--- src/rtl/crs_pkg.sv ---
package crs_pkg;
    localparam int unsigned CRS_PORTS = 4;
    localparam int unsigned CRS_CNT_W = 8;
    typedef logic [CRS_CNT_W-1:0] slot_t;
endpackage

--- src/rtl/crs_slot_counter.sv ---
module crs_slot_counter #(
    parameter int unsigned CNT_W = 8
) (
    input  logic             clk,
    input  logic             rst,
    input  logic             advance,
    output logic [CNT_W-1:0] count
);
    localparam logic [CNT_W-1:0] STEP = {{(CNT_W-1){1'b0}}, 1'b1};

    // Modulo counter: the natural overflow supplies the wrap to zero.
    always_ff @(posedge clk) begin
        if (rst) begin
            count <= '0;
        end else if (advance) begin
            count <= count + STEP;
        end
    end
endmodule

--- src/rtl/crs_bit_reverse.sv ---
module crs_bit_reverse #(
    parameter int unsigned CNT_W = 8
) (
    input  logic [CNT_W-1:0] fwd,
    output logic [CNT_W-1:0] rev
);
    for (genvar b = 0; b < CNT_W; b++) begin : g_bit
        assign rev[b] = fwd[CNT_W-1-b];
    end
endmodule

--- src/rtl/crs_port_gate.sv ---
module crs_port_gate #(
    parameter int unsigned CNT_W = 8
) (
    input  logic [CNT_W-1:0] rate,
    input  logic [CNT_W-1:0] spread_slot,
    input  logic             ready,
    output logic             ok
);
    logic rate_live;
    logic in_window;

    always_comb begin
        rate_live = |rate;
        in_window = (spread_slot <= rate);
        ok        = rate_live & in_window & ready;
    end
endmodule

--- src/rtl/crs_rate_shaper.sv ---
module crs_rate_shaper
    import crs_pkg::*;
#(
    parameter int unsigned NUM_PORTS = CRS_PORTS,
    parameter int unsigned CNT_W     = CRS_CNT_W
) (
    input  logic                       clk,
    input  logic                       rst,
    input  logic                       cell_sent,
    input  logic [NUM_PORTS*CNT_W-1:0] rate_flat,
    input  logic [NUM_PORTS-1:0]       fifo_ready,
    output logic [NUM_PORTS-1:0]       send_ok
);
    logic [CNT_W-1:0] slot_count;
    logic [CNT_W-1:0] slot_spread;

    crs_slot_counter #(.CNT_W(CNT_W)) u_counter (
        .clk     (clk),
        .rst     (rst),
        .advance (cell_sent),
        .count   (slot_count)
    );

    crs_bit_reverse #(.CNT_W(CNT_W)) u_reverse (
        .fwd (slot_count),
        .rev (slot_spread)
    );

    for (genvar p = 0; p < NUM_PORTS; p++) begin : g_port
        crs_port_gate #(.CNT_W(CNT_W)) u_gate (
            .rate        (rate_flat[p*CNT_W +: CNT_W]),
            .spread_slot (slot_spread),
            .ready       (fifo_ready[p]),
            .ok          (send_ok[p])
        );
    end
endmodule

--- config.mk ---
export PLATFORM = sky130hd
export DESIGN_NAME = crs_rate_shaper
export DESIGN_NICKNAME = d
export VERILOG_FILES = /design/src/rtl/crs_pkg.sv /design/src/rtl/crs_slot_counter.sv /design/src/rtl/crs_bit_reverse.sv /design/src/rtl/crs_port_gate.sv /design/src/rtl/crs_rate_shaper.sv
export SDC_FILE = /design/constraint.sdc
export NUM_CORES = 1
export LEC_CHECK = 0
export BUFFER_PORTS_ARGS = -buffer_cell sky130_fd_sc_hd__buf_2
export CORE_MARGIN = 2
export CORE_UTILIZATION = 35
export CTS_CLUSTER_DIAMETER = 40
export DETAILED_ROUTE_END_ITERATION = 8
export GPL_ROUTABILITY_DRIVEN = 0
export PLACE_DENSITY_LB_ADDON = 0.08
export SETUP_SLACK_MARGIN = 0.3
export SLEW_MARGIN = 25
export SYNTH_ARGS = -nofsm -noshare
export SYNTH_HDL_FRONTEND = slang
export SYNTH_SLANG_ARGS = --single-unit
--- constraint.sdc ---
create_clock -name clk -period 1.6 [get_ports clk]
set_input_delay 0.24 -clock clk [delete_from_list [all_inputs] [get_ports clk]]
set_output_delay 0.24 -clock clk [all_outputs]
set_load 0.005 [all_outputs]
==> flow_summary.ini <==
[status]
status = complete, but fails checks
violations = negative setup slack

[yosys]
syn_nets = 240
yosysTopAreaCell = ha_1
yosys-top-cells-area = ha_1, dfxtp_1, inv_1, a21oi_1, nand4_1
yosys_warnings = 0
synth_seq_cells = 8
ys_seq_area_frac = 0.1280
syn-instance-count = 168
syn_area_um2 = 1251
yosysTopAreaCellShare = 0.3300
synth.avg_cell_area_um2 = 7.448
synth.distinct_cells = 21

[layout]
final_cell_mix = buf_2, inv_1, ha_1
layout-drive-gt1-share = 0.3488
fill_cells = 338
utilization = 0.4980
finalInstanceArea_um2 = 1688
multi_input_area_um2 = 1039
num-nets-final = 288
layout_commonest_cell = buf_2
regArea_um2 = 178.9
top_regs = u_counter.count (8)
largest_reg_flops = 8
area_growth_pct = 34.90
fin_cells = 261
regMostFlops = u_counter.count
antennaDiodeCount = 0

[power]
power.density_nw_per_um2 = 386.6
p_leak_uw = 0.0009074
irDropWorstVdd_v = 0.0002148

[floorplan]
pin_count = 43
coreArea_um2 = 3390
die_area_um2 = 4069
start_util = 0.3691
fp.dieH_um = 63.79
row_count = 21
die_w_um = 63.79

[clocking]
htreeDepth = 1
clockRootBuffer = clkbuf_4
cts_buffers = 3
cts_sinks = 8
tritoncts = built
hold_buffers = 0
cts_max_path_buffers = 2
cts.clk_slew.worst_paths_ns = 0.06
clock_latency_ns = 0.26

[sta]
relSlewSlack = 0.8569
clock_skew_ns = 0.01060
fmax_ghz = 0.5185
fin_ws_ns = -0.3288
period_share = 1.206
slew_viol_final = 0
rsz0062_at_grt = yes
final.setup.tns_ns = -1.170
finalSetupViolCount = 4
finalHoldViolCount = 0
tightestPinTransition_ns = 0.2123
fin_crit_ns = 1.929

[setup_path]
slowest_delay_ns = 0.39
crit_required_ns = 1.36
worstPathArrival_ns = 1.69
criticalPathCategory = reg -> out
path_buf_inv = 1
path_cells = ha_4 -> nand4_1 -> nor3_2 -> nor2_1 -> a211oi_2 -> buf_2
slowest_stage = dfxtp_4
critPathLaunchType = flip-flop
cp_top_family = simple AND/OR/NAND/NOR gates
worst_setup_path_end_kind = primary output
critPathMaxFanout = 5

[route]
wl_per_cell_um = 11.61
dr.pass1.iters = 4
postRouteAntennaNets = 0
dr_total_vias = 1287
dr.first_iter.drc_count = 42
post_drt_via_cell_ratio = 4.931
finalWirelength_um = 3029
route.detailed.drc = 0

[grt]
antenna_found_initial = 0
overflow = 0
grt_pass1_wl_um = 5161
grtUsageTotal = 0.1575
grt_max_degree = 9
grt_pass1_vias = 1278

[placement]
post-place-ws_ns = -0.06516
placed_area_um2 = 1556
placement.io_buffers = 42
dp_cells = 253
hpwl_um = 2519

[run]
max_cap_violations = 0

[min_path]
hold_class = in -> reg
## what timing repair did
| item | CTS | global route |
|---|---|---|
| buffers inserted | 3 | 1 |
| endpoints found under the setup margin | 7 | 6 |
| resized for setup | 7 | 8 |
| pin swaps | 4 | 7 |
## worst reg2reg max path: stages (launching register included)
cell and delay, ns:
dfxtp_4 0.42, buf_4 0.17, ha_2 0.19, nand4_1 0.11, xor2_1 0.16, nor2_1 0.11
## power breakdown
group / total (uW) / switching (uW) / internal [uW] / leakage [uW]
Clock: 174 / 78.2 / 95.9 / 0.0000150
Sequential: 221 / 18.2 / 202 / 0.0000693
Combinational: 258 / 124 / 134 / 0.000823
Total: 653 / 220 / 433 / 0.000907
## metrics by stage
stage / power (uW) / hold WS, ns
floorplan: 378.6 / 0.5167
global route: 717.5 / 0.2502
detailed placement: 462.8 / 0.5181
CTS: 648.4 / 0.2358
global placement: 450.9 / 0.5062
finish: 652.6 / 0.2434
## worst paths after layout
| path | from | to | slack (ns) | cells after the start |
|---|---|---|---|---|
| worst max register to register | u_counter.count[0] | u_counter.count[4] | 0.35 | 5 |
| worst min register to register | u_counter.count[6] | u_counter.count[6] | 0.59 | 2 |
| worst max-delay path | u_counter.count[0] | send_ok[2] | -0.33 | 6 |
| worst min-delay path | rst | u_counter.count[2] | 0.24 | 2 |
## final cells by class
cell class                 instances  area share
clock buffer                       4     0.01557
timing repair buffer              49      0.1557
inverter                          33     0.07339
multi-input combinational        121      0.6153
tap                               46     0.03410
sequential                         8      0.1060
## Yosys cell counts
master,count
o21ai_0,6
buf_4,5
and4_1,1
o21ai_1,2
xor2_1,5
a21oi_1,16
xnor2_1,2
a21o_1,4
nor3_2,4
nand4_1,10
nand3_1,7
nand2_1,9
mux2i_1,1
inv_1,33
a211oi_1,4
buf_1,1
nor2_1,12
dfxtp_1,8
ha_1,33
and3_1,1
or4_1,4
## cells by family (layout without fill, tap and decap cells)
kind of cell,Yosys count,in the layout,share of synthesized area
AND/OR/NAND/NOR,48,48,0.2090
buffers and inverters,39,86,0.1320
adder cells (fa/ha/maj),33,33,0.3300
AO/OA/AOI/OAI,32,32,0.1440
flip-flops,8,8,0.1280
XOR/XNOR,7,7,0.04900
multiplexers,1,1,0.008000
## layer usage
| metal | global-route usage | wire (um) |
|---|---|---|
| met1 | 0.1819 | 1364 |
| met2 | 0.2982 | 1535 |
| met3 | 0.03345 | 117 |
| met4 | 0.02446 | 11 |
| met5 | 0 | 0 |
Note: power is estimated with default switching activity, not from simulation.
